--- src/rtl/edo_seq_pkg.sv ---
// Shared types for the EDO DRAM sequencer.
// Assumes: phases are ordered IDLE, ROW, COL, HOLD, PRE and then back to IDLE.
package edo_seq_pkg;

    typedef enum logic [2:0] {
        ST_IDLE = 3'd0,
        ST_ROW  = 3'd1,
        ST_COL  = 3'd2,
        ST_HOLD = 3'd3,
        ST_PRE  = 3'd4
    } edo_phase_t;

    function automatic int unsigned imax(input int unsigned a, input int unsigned b);
        return (a > b) ? a : b;
    endfunction

endpackage

--- src/rtl/edo_seq_phase_fsm.sv ---
// Phase sequencer: steps through the cycle phases, each held for its count.
// Assumes: every length parameter is at least 1; start is honoured in IDLE only.
module edo_seq_phase_fsm
    import edo_seq_pkg::*;
#(
    parameter int unsigned ROW_N  = 2,
    parameter int unsigned COL_N  = 3,
    parameter int unsigned HOLD_N = 1,
    parameter int unsigned PRE_N  = 3
) (
    input  logic       clk,
    input  logic       rst_n,
    input  logic       start,
    output edo_phase_t phase,
    output logic       col_last
);
    localparam int unsigned LEN_MAX = imax(imax(ROW_N, COL_N), imax(HOLD_N, PRE_N));
    localparam int unsigned CNT_W   = (LEN_MAX < 2) ? 1 : $clog2(LEN_MAX);

    logic [CNT_W-1:0] remain;
    wire              expired = (remain == '0);

    // Phase register and down-counter of cycles left in the current phase.
    always_ff @(posedge clk) begin
        if (!rst_n) begin
            phase  <= ST_IDLE;
            remain <= '0;
        end else begin
            unique case (phase)
                ST_IDLE: if (start) begin
                    phase  <= ST_ROW;
                    remain <= CNT_W'(ROW_N - 1);
                end
                ST_ROW: if (expired) begin
                    phase  <= ST_COL;
                    remain <= CNT_W'(COL_N - 1);
                end else remain <= remain - 1'b1;
                ST_COL: if (expired) begin
                    phase  <= ST_HOLD;
                    remain <= CNT_W'(HOLD_N - 1);
                end else remain <= remain - 1'b1;
                ST_HOLD: if (expired) begin
                    phase  <= ST_PRE;
                    remain <= CNT_W'(PRE_N - 1);
                end else remain <= remain - 1'b1;
                ST_PRE: if (expired) phase <= ST_IDLE;
                        else remain <= remain - 1'b1;
                default: phase <= ST_IDLE;
            endcase
        end
    end

    // Last cycle of the column phase, when read data is taken.
    assign col_last = (phase == ST_COL) && expired;

endmodule

--- src/rtl/edo_seq_addr_mux.sv ---
// Row/column multiplexer for the shared DRAM address pins.
// Assumes: the word address is twice the pin width, with the row in the upper half.
module edo_seq_addr_mux #(
    parameter int unsigned PIN_W = 8
) (
    input  logic [2*PIN_W-1:0] word_addr,
    input  logic               col_sel,
    output logic [PIN_W-1:0]   pin_addr
);
    // Choose the column half once the column phase starts.
    always_comb begin
        pin_addr = col_sel ? word_addr[PIN_W-1:0] : word_addr[2*PIN_W-1:PIN_W];
    end
endmodule

--- src/rtl/edo_seq_lane.sv ---
// One byte lane: its column strobe, write drive and read capture.
// Assumes: sel, wr and wbyte hold steady for the whole cycle.
module edo_seq_lane (
    input  logic       clk,
    input  logic       rst_n,
    input  logic       sel,
    input  logic       wr,
    input  logic       in_col,
    input  logic       active,
    input  logic       capture,
    input  logic [7:0] wbyte,
    input  logic [7:0] dq_in,
    output logic       cas_n,
    output logic       dq_oe,
    output logic [7:0] dq_out,
    output logic [7:0] rbyte
);
    // Strobe low only for a selected lane in the column phase.
    assign cas_n  = !(in_col && sel);
    // Drive data for a selected lane through the whole write cycle.
    assign dq_oe  = active && wr && sel;
    assign dq_out = wbyte;

    // Take the lane's read byte; an unselected lane returns zero.
    always_ff @(posedge clk) begin
        if (!rst_n)       rbyte <= '0;
        else if (capture) rbyte <= sel ? dq_in : 8'h00;
    end
endmodule

--- src/rtl/edo_lane_sequencer.sv ---
// Top: single random-access cycles on a 64K x 16 EDO DRAM with byte-lane strobes.
// Assumes: timing parameters are clock counts >= 1; refresh is issued elsewhere
// and gated by refresh_hold; DATA_W is a multiple of 8.
module edo_lane_sequencer
    import edo_seq_pkg::*;
#(
    parameter int unsigned ADDR_W = 16,
    parameter int unsigned DATA_W = 16,
    parameter int unsigned T_RCD  = 2,
    parameter int unsigned T_CAS  = 2,
    parameter int unsigned T_CAC  = 3,
    parameter int unsigned T_RSH  = 1,
    parameter int unsigned T_RP   = 2,
    parameter int unsigned T_RC   = 9
) (
    input  logic                   clk,
    input  logic                   rst_n,
    input  logic                   req_valid,
    output logic                   req_ready,
    input  logic                   req_write,
    input  logic [ADDR_W-1:0]      req_addr,
    input  logic [DATA_W-1:0]      req_wdata,
    input  logic [DATA_W/8-1:0]    req_be,
    input  logic                   refresh_hold,
    output logic                   rsp_valid,
    output logic [DATA_W-1:0]      rsp_rdata,
    output logic                   mem_ras_n,
    output logic [DATA_W/8-1:0]    mem_cas_n,
    output logic                   mem_we_n,
    output logic                   mem_oe_n,
    output logic [ADDR_W/2-1:0]    mem_addr,
    output logic [DATA_W-1:0]      mem_dq_out,
    output logic [DATA_W/8-1:0]    mem_dq_oe,
    input  logic [DATA_W-1:0]      mem_dq_in
);
    localparam int unsigned LANES  = DATA_W / 8;
    localparam int unsigned PIN_W  = ADDR_W / 2;
    localparam int unsigned ROW_N  = T_RCD;
    localparam int unsigned COL_N  = imax(T_CAS, T_CAC);
    localparam int unsigned HOLD_N = T_RSH;
    localparam int unsigned BUSY_N = ROW_N + COL_N + HOLD_N;
    localparam int unsigned PRE_N  = imax(T_RP, (T_RC > BUSY_N) ? (T_RC - BUSY_N) : 0);

    edo_phase_t          phase;
    logic                col_last;
    logic [ADDR_W-1:0]   addr_q;
    logic [DATA_W-1:0]   wdata_q;
    logic [LANES-1:0]    be_q;
    logic                wr_q;

    wire accept  = req_valid && req_ready;
    wire in_col  = (phase == ST_COL);
    wire active  = (phase == ST_ROW) || in_col || (phase == ST_HOLD);
    wire capture = col_last && !wr_q;

    // Ready only while idle and not held off by the refresh scheduler.
    assign req_ready = (phase == ST_IDLE) && !refresh_hold;

    // Latch the request when it is accepted; it stays fixed for the cycle.
    always_ff @(posedge clk) begin
        if (!rst_n) begin
            addr_q  <= '0;
            wdata_q <= '0;
            be_q    <= '0;
            wr_q    <= 1'b0;
        end else if (accept) begin
            addr_q  <= req_addr;
            wdata_q <= req_wdata;
            be_q    <= req_be;
            wr_q    <= req_write;
        end
    end

    edo_seq_phase_fsm #(
        .ROW_N (ROW_N),
        .COL_N (COL_N),
        .HOLD_N(HOLD_N),
        .PRE_N (PRE_N)
    ) u_fsm (
        .clk     (clk),
        .rst_n   (rst_n),
        .start   (accept),
        .phase   (phase),
        .col_last(col_last)
    );

    edo_seq_addr_mux #(.PIN_W(PIN_W)) u_amux (
        .word_addr(addr_q),
        .col_sel  (in_col || (phase == ST_HOLD)),
        .pin_addr (mem_addr)
    );

    // Row strobe low for the whole active window; control lines by direction.
    assign mem_ras_n = !active;
    assign mem_we_n  = !(active && wr_q);
    assign mem_oe_n  = !(in_col && !wr_q);

    for (genvar l = 0; l < LANES; l++) begin : g_lane
        edo_seq_lane u_lane (
            .clk    (clk),
            .rst_n  (rst_n),
            .sel    (be_q[l]),
            .wr     (wr_q),
            .in_col (in_col),
            .active (active),
            .capture(capture),
            .wbyte  (wdata_q[l*8 +: 8]),
            .dq_in  (mem_dq_in[l*8 +: 8]),
            .cas_n  (mem_cas_n[l]),
            .dq_oe  (mem_dq_oe[l]),
            .dq_out (mem_dq_out[l*8 +: 8]),
            .rbyte  (rsp_rdata[l*8 +: 8])
        );
    end

    // One-cycle response pulse after the read capture edge.
    always_ff @(posedge clk) begin
        if (!rst_n) rsp_valid <= 1'b0;
        else        rsp_valid <= capture;
    end

endmodule

--- config.mk ---
export PLATFORM = sky130hd
export DESIGN_NAME = edo_lane_sequencer
export DESIGN_NICKNAME = d
export VERILOG_FILES = /design/src/rtl/edo_seq_pkg.sv /design/src/rtl/edo_seq_phase_fsm.sv /design/src/rtl/edo_seq_addr_mux.sv /design/src/rtl/edo_seq_lane.sv /design/src/rtl/edo_lane_sequencer.sv
export SDC_FILE = /design/constraint.sdc
export NUM_CORES = 1
export LEC_CHECK = 0
export BUFFER_PORTS_ARGS = -buffer_cell sky130_fd_sc_hd__buf_2
export CORE_UTILIZATION = 30
export DETAILED_ROUTE_END_ITERATION = 10
export PLACE_DENSITY = 0.63
export SYNTH_ARGS = -nofsm -noshare
export SYNTH_HDL_FRONTEND = slang
export SYNTH_SLANG_ARGS = --single-unit
--- constraint.sdc ---
create_clock -name clk -period 1.8 [get_ports clk]
set_clock_uncertainty 0.2 [all_clocks]
set_input_delay 0.27 -clock clk [delete_from_list [all_inputs] [get_ports clk]]
set_output_delay 0.27 -clock clk [all_outputs]
set_load 0.05 [all_outputs]
* Yosys cells after proc, flatten, opt, wreduce, memory -nomap -nowiden
Cells that the tools add are included.
** Operators by class
- Add/sub/neg operators :: 1
- Multipliers :: 0
- Div/mod/pow operators :: 0
- $lt $le $gt $ge :: 0
- Eq/ne operators :: 10
- Shifts and indexed selects :: 0
- Multiplexer cells :: 14
- Bitwise gates (word level) :: 0
- Reduce and logical (&&, ||, !) cells :: 26
** Operators with widths (number)
- $mux 8 :: 3
- $mux 3 :: 5
- $pmux 3 s5 :: 1
- $logic_and 1x1->1 :: 10
- $mux 2 :: 4
- $pmux 2 s4 :: 1
- $logic_not 1->1 :: 7
- $eq 3x2->1 const B :: 2
- $ne 2x1->1 const B :: 3
- $ne 2x2->1 const B :: 3
- $reduce_and 5->1 :: 1
- $reduce_bool 4->1 :: 1
- $eq 3x1->1 const B :: 1
- $eq 3x3->1 const B :: 1
- $logic_not 3->1 :: 1
- $logic_or 1x1->1 :: 3
- $reduce_and 3->1 :: 1
- $logic_not 2->1 :: 1
- $reduce_or 2->1 :: 1
- $sub 2x1->2 const B :: 1
** Word-level totals
- Flip-flop bits (word level) :: 57
- Latch bits :: 0
- Memory bits (writable) :: 0
- Bits in read-only memories :: 0
- Output and inout bits :: 49
- Logic and storage cells :: 60
- Memories kept :: 0

* Longest topological paths before layout
- Depth in word-level cells :: 5
- Mapped depth :: 6

* Modules after synthesis
A second synthesis with hierarchy kept.
** Second synthesis, totals
- Cell total of the unflattened synthesis :: 303
- Area, all modules :: 2800.2 um^2
** Modules (own cells, without submodules)
- edo_lane_sequencer :: instances 1, cells an instance 165, area each 1530.2 um^2, seq. area each 720.7 um^2
- edo_seq_lane :: instances 2, cells an instance 45, area each 406.6 um^2, seq. area each 160.2 um^2
- edo_seq_phase_fsm :: instances 1, cells an instance 39, area each 325.3 um^2, seq. area each 100.1 um^2
- edo_seq_addr_mux :: instances 1, cells an instance 9, area each 131.4 um^2, seq. area each 0.0 um^2

* Worst setup path after synthesis
No wires, ideal clock.
- Path type :: reg2reg
- Start point :: register u_fsm.phase[0]
- End point :: register addr_q[10]
- Data arrival time :: 1814 ps
- Setup slack :: -329 ps
- Cell stages (with the launch flop) :: 5
- Buffers on the path :: 1
- Cell sequence :: dfxtp_1 nor4_2 clkbuf_1 a21boi_1 o21a_1
** Between the ends
- Longest elaborated chain between the ends :: 3
** RTL lines
- start: declaration :: line edo_seq_phase_fsm.sv:14 : output edo_phase_t phase,
- start signal: assignment :: line edo_seq_phase_fsm.sv:26 : phase <= ST_IDLE;
- start signal: assignment :: line edo_seq_phase_fsm.sv:31 : phase <= ST_ROW;
- start signal: assignment :: line edo_seq_phase_fsm.sv:35 : phase <= ST_COL;
- $logic_not 3->1 :: line edo_lane_sequencer.sv:57 : assign req_ready = (phase == ST_IDLE) && !refresh_hold;
- $logic_and 1x1->1 :: line edo_lane_sequencer.sv:57
- via req_ready :: line edo_lane_sequencer.sv:19 : output logic req_ready,
- $logic_and 1x1->1 :: line edo_lane_sequencer.sv:51 : wire accept = req_valid && req_ready;
- end signal: assignment :: line edo_lane_sequencer.sv:67 : addr_q <= req_addr;
- end: declaration :: line edo_lane_sequencer.sv:46 : logic [ADDR_W-1:0] addr_q;
The timed path passes the listed nets, and every way through them passes these cells.
A chain may end at the register's enable or synchronous reset.

* Worst setup path in the final report
- Start point :: register u_fsm.phase[2]
- End point :: output mem_addr[4]
** Between the ends
- Longest elaborated chain between the ends :: 3
** RTL lines
- $eq 3x2->1 (on tied branches) :: line edo_lane_sequencer.sv:52, edo_lane_sequencer.sv:89
- $logic_or 1x1->1 * :: line edo_lane_sequencer.sv:89 : .col_sel (in_col || (phase == ST_HOLD)),
- $mux 8 * :: line edo_seq_addr_mux.sv:12 : pin_addr = col_sel ? word_addr[PIN_W-1:0] : word_addr[2*PIN_W-1:PIN_W];
- end: declaration :: line edo_lane_sequencer.sv:31 : output logic [ADDR_W/2-1:0] mem_addr,
Every way passes the cells marked *; elsewhere a longest branch is shown, timed or not.

==> impl_metrics.xml <==
<?xml version="1.0" encoding="UTF-8"?>
<metrics>
  <group name="run_status">
    <metric name="outcome" unit="">finished with violations</metric>
    <metric name="failed_checks" unit="">negative setup slack</metric>
  </group>
  <group name="synth">
    <metric name="synthesis.area" unit="µm²">2600</metric>
    <metric name="synth_area_per_cell" unit="µm²">9.83</metric>
    <metric name="synth-main-ff-cell" unit="">dfxtp_1</metric>
    <metric name="synth_commonest_cells" unit="">dfxtp_1 (57), and3_1 (37), o21a_1 (36), a21boi_0 (25), clkbuf_1 (24)</metric>
    <metric name="synth-warning-count" unit="">0</metric>
    <metric name="synth_seq_cells" unit="">57</metric>
    <metric name="post_synthesis_net_count" unit="">323</metric>
    <metric name="synth_top_area_share" unit="%">43.8</metric>
    <metric name="synth_most_common_cell" unit="">dfxtp_1</metric>
    <metric name="synth_cells" unit="">265</metric>
    <metric name="synth_edf_count" unit="">0</metric>
    <metric name="ys_types" unit="">35</metric>
    <metric name="async_flop_share" unit="%">0</metric>
    <metric name="netlist_top_cells_area" unit="">dfxtp_1 (44%), o21a_1 (10%), and3_1 (8.9%)</metric>
    <metric name="yosysSeqAreaShare" unit="%">43.8</metric>
    <metric name="synth_largest_area_cell" unit="">dfxtp_1</metric>
  </group>
  <group name="finish">
    <metric name="fill_cells" unit="">752</metric>
    <metric name="final_cells" unit="">501</metric>
    <metric name="syn2layout_area_growth" unit="%">55.5</metric>
    <metric name="net_count_reported_at_finish" unit="">451</metric>
    <metric name="final_layout_size_suffix_gt1_share" unit="%">44.4</metric>
    <metric name="finish.utilization" unit="%">48.8</metric>
    <metric name="final_antenna_diode_count" unit="">0</metric>
  </group>
  <group name="routing">
    <metric name="via_per_inst" unit="">4.88</metric>
    <metric name="detail_route.iter0.violations" unit="">123</metric>
    <metric name="drc" unit="">0</metric>
    <metric name="postRouteAntennaNets" unit="">0</metric>
    <metric name="firstDrtPassIters" unit="">4</metric>
    <metric name="wirelength" unit="mm">7.36</metric>
    <metric name="wire_per_inst" unit="µm">14.7</metric>
    <metric name="routed-via-count" unit="">2444</metric>
  </group>
  <group name="floorplan">
    <metric name="initial_core_utilization" unit="%">31.4</metric>
    <metric name="die_width" unit="µm">95.2</metric>
    <metric name="core_region_area" unit="µm²">8300</metric>
    <metric name="ios" unit="">104</metric>
    <metric name="die_height" unit="µm">95.2</metric>
    <metric name="die_area" unit="µm²">9060</metric>
    <metric name="placementRows" unit="">33</metric>
  </group>
  <group name="worst_setup_path">
    <metric name="cp-end-kind" unit="">output pin</metric>
    <metric name="critPathLaunch" unit="">u_fsm.phase[2]$_SDFFE_PN0P_</metric>
    <metric name="worstPathRequired" unit="ns">1.33</metric>
    <metric name="setup.worst_path.class" unit="">flop to output pin</metric>
    <metric name="worst_r2r_startpoint" unit="">u_fsm.phase[2]$_SDFFE_PN0P_</metric>
    <metric name="cp-start-kind" unit="">flop</metric>
    <metric name="worst-endpoint-arrival" unit="ns">1.44</metric>
    <metric name="maximum_fanout_along_the_worst_path" unit="">5</metric>
  </group>
  <group name="placement">
    <metric name="port_buffers" unit="">103</metric>
    <metric name="placed_cells" unit="">459</metric>
    <metric name="globalplace.congestion" unit="">0.752</metric>
    <metric name="dpl.hpwl" unit="mm">4.57</metric>
  </group>
  <group name="timing">
    <metric name="layout_setup_ws" unit="ns">-0.112</metric>
    <metric name="hold_viol_final" unit="">0</metric>
    <metric name="unrepaired_setup_endpoints_after_global_routing" unit="">yes</metric>
    <metric name="whs" unit="ns">0.0653</metric>
    <metric name="fmaxAchievable" unit="GHz">0.523</metric>
    <metric name="setup-violations-final" unit="">12</metric>
    <metric name="final_min_period_over_clock_period" unit="%">106</metric>
    <metric name="slew_viol_final" unit="">0</metric>
    <metric name="tightestPinTransition" unit="ns">0.414</metric>
    <metric name="fin_tns_setup" unit="ns">-1.09</metric>
    <metric name="finalWorstPathRequiredPeriod" unit="ns">1.91</metric>
    <metric name="timing.slew.headroom" unit="%">72.0</metric>
  </group>
  <group name="global_route">
    <metric name="grt_start_max_net_pins" unit="">46</metric>
    <metric name="grt_pass1_wl" unit="mm">10.9</metric>
    <metric name="track_usage" unit="%">15.9</metric>
    <metric name="via_count_of_the_first_global_routing_pass" unit="">2238</metric>
    <metric name="grt-ovfl-total" unit="">0</metric>
    <metric name="antenna_violations_before_repair" unit="">0</metric>
  </group>
  <group name="power_and_ir_drop">
    <metric name="power_density" unit="nW/µm²">1160</metric>
    <metric name="power.total" unit="µW">4690</metric>
    <metric name="irDropWorstVdd" unit="V">0.000472</metric>
    <metric name="power.static_leakage" unit="µW">0.00194</metric>
  </group>
  <group name="clocking">
    <metric name="clkTransAtPathRegs" unit="ns">0.07</metric>
    <metric name="cts_buffers" unit="">9</metric>
    <metric name="clk-insertion-delay-late" unit="ns">0.32</metric>
    <metric name="cts_buffer_depth" unit="">2</metric>
    <metric name="cts-htree-levels" unit="">3</metric>
    <metric name="clock_sinks" unit="">57</metric>
    <metric name="cts_tree" unit="">built</metric>
    <metric name="cts_root_buffer" unit="">clkbuf_8</metric>
  </group>
  <group name="run">
    <metric name="maxCapViolations" unit="">0</metric>
  </group>
  <group name="hold_path">
    <metric name="min_from" unit="">req_wdata[14]</metric>
    <metric name="hold_path.class" unit="">input port to flop</metric>
  </group>
</metrics>
## repair_timing
item                       in CTS  in global routing
gates cloned                    0                  5
resized for setup              50                 48
setup endpoints to repair      16                 58
hold buffers                   16                  0
buffers inserted                5                  2
pin swaps                       8                 30
hold endpoints to repair       16                  0
## registers in the layout, summed over array words and instances, names as in the netlist
register and count:
addr_q 16, be_q 2, g_lane.u_lane.rbyte 16, rsp_valid 1
u_fsm.phase 3, u_fsm.remain 2, wdata_q 16, wr_q 1
## through the flow
| step | setup WS (ns) | area [µm²] |
|---|---|---|
| 2_1_floorplan | -0.0914 | 2630 |
| 3_3_place_gp | 0.0494 | 3270 |
| 3_5_place_dp | 0.0157 | 3270 |
| 4_1_cts | -0.137 | 3800 |
| 5_1_grt | -0.169 | 4050 |
| 6_report | -0.112 | 4050 |
## layout make-up
| type | instances | area [µm²] | area share (%) |
|---|---|---|---|
| multi-input combinational | 173 | 1420 | 35.0 |
| timing repair buffer | 147 | 1160 | 28.7 |
| sequential | 57 | 1150 | 28.4 |
| clock buffer | 11 | 151 | 3.74 |
| tap | 105 | 131 | 3.24 |
| inverter | 5 | 21.3 | 0.525 |
| clock inverter | 3 | 17.5 | 0.432 |
## cell usage in the layout, fill, tap and decap left out, drive strengths merged, types with 2 or more instances in the layout
master         n
dlygate4sd3   16
and3          37
dfxtp         57
clkbuf        14
nand2b         2
inv            5
o21a          37
a221oi         2
nor3b          2
mux2           8
a21boi        35
nor4b          2
a22o          16
nor3           4
clkinv         2
buf          128
nor2           6
ha             3
nand2          7
## worst paths after layout
kind                                            endpoint  cells past startpoint  slack (ns)
setup / recovery                             mem_addr[4]                      4       -0.11
hold / removal                  wdata_q[14]$_SDFFE_PN0P_                      3        0.07
setup reg to reg  g_lane[1].u_lane.rbyte[4]$_SDFFE_PN0P_                      4        0.01
hold reg to reg   g_lane[0].u_lane.rbyte[3]$_SDFFE_PN0P_                      1        0.27
## routing by layer
layer | part of all wire (%) | global-route usage [%]
met1 | 44 | 20.4
met2 | 50 | 24.8
met3 | 4.2 | 4.15
met4 | 2.0 | 7.45
met5 | 0 | 0
## kinds of logic after synthesis
logic type	Yosys count	synth area share (%)
AO/OA/AOI/OAI	94	28.3
adder cells (fa/ha/maj)	3	1.44
AND/OR/NAND/NOR	66	16.3
buffers and inverters	35	5.96
flip-flops	57	43.8
XOR/XNOR	1	0.336
multiplexers	9	3.84
## critical path: stages (launching register included)
cell,delay [ns]
dfxtp_2,0.35
nand2b_4,0.16
clkbuf_16,0.15
mux2_4,0.31
buf_8,0.15
## where the power goes
part | total (µW) | switching [µW] | internal (µW) | leakage (µW)
combinational | 2170 | 1150 | 1020 | 0.00139
clock | 1040 | 486 | 554 | 0.0000871
sequential | 1480 | 85.1 | 1400 | 0.000465
Power figures use the tool's default switching activity.
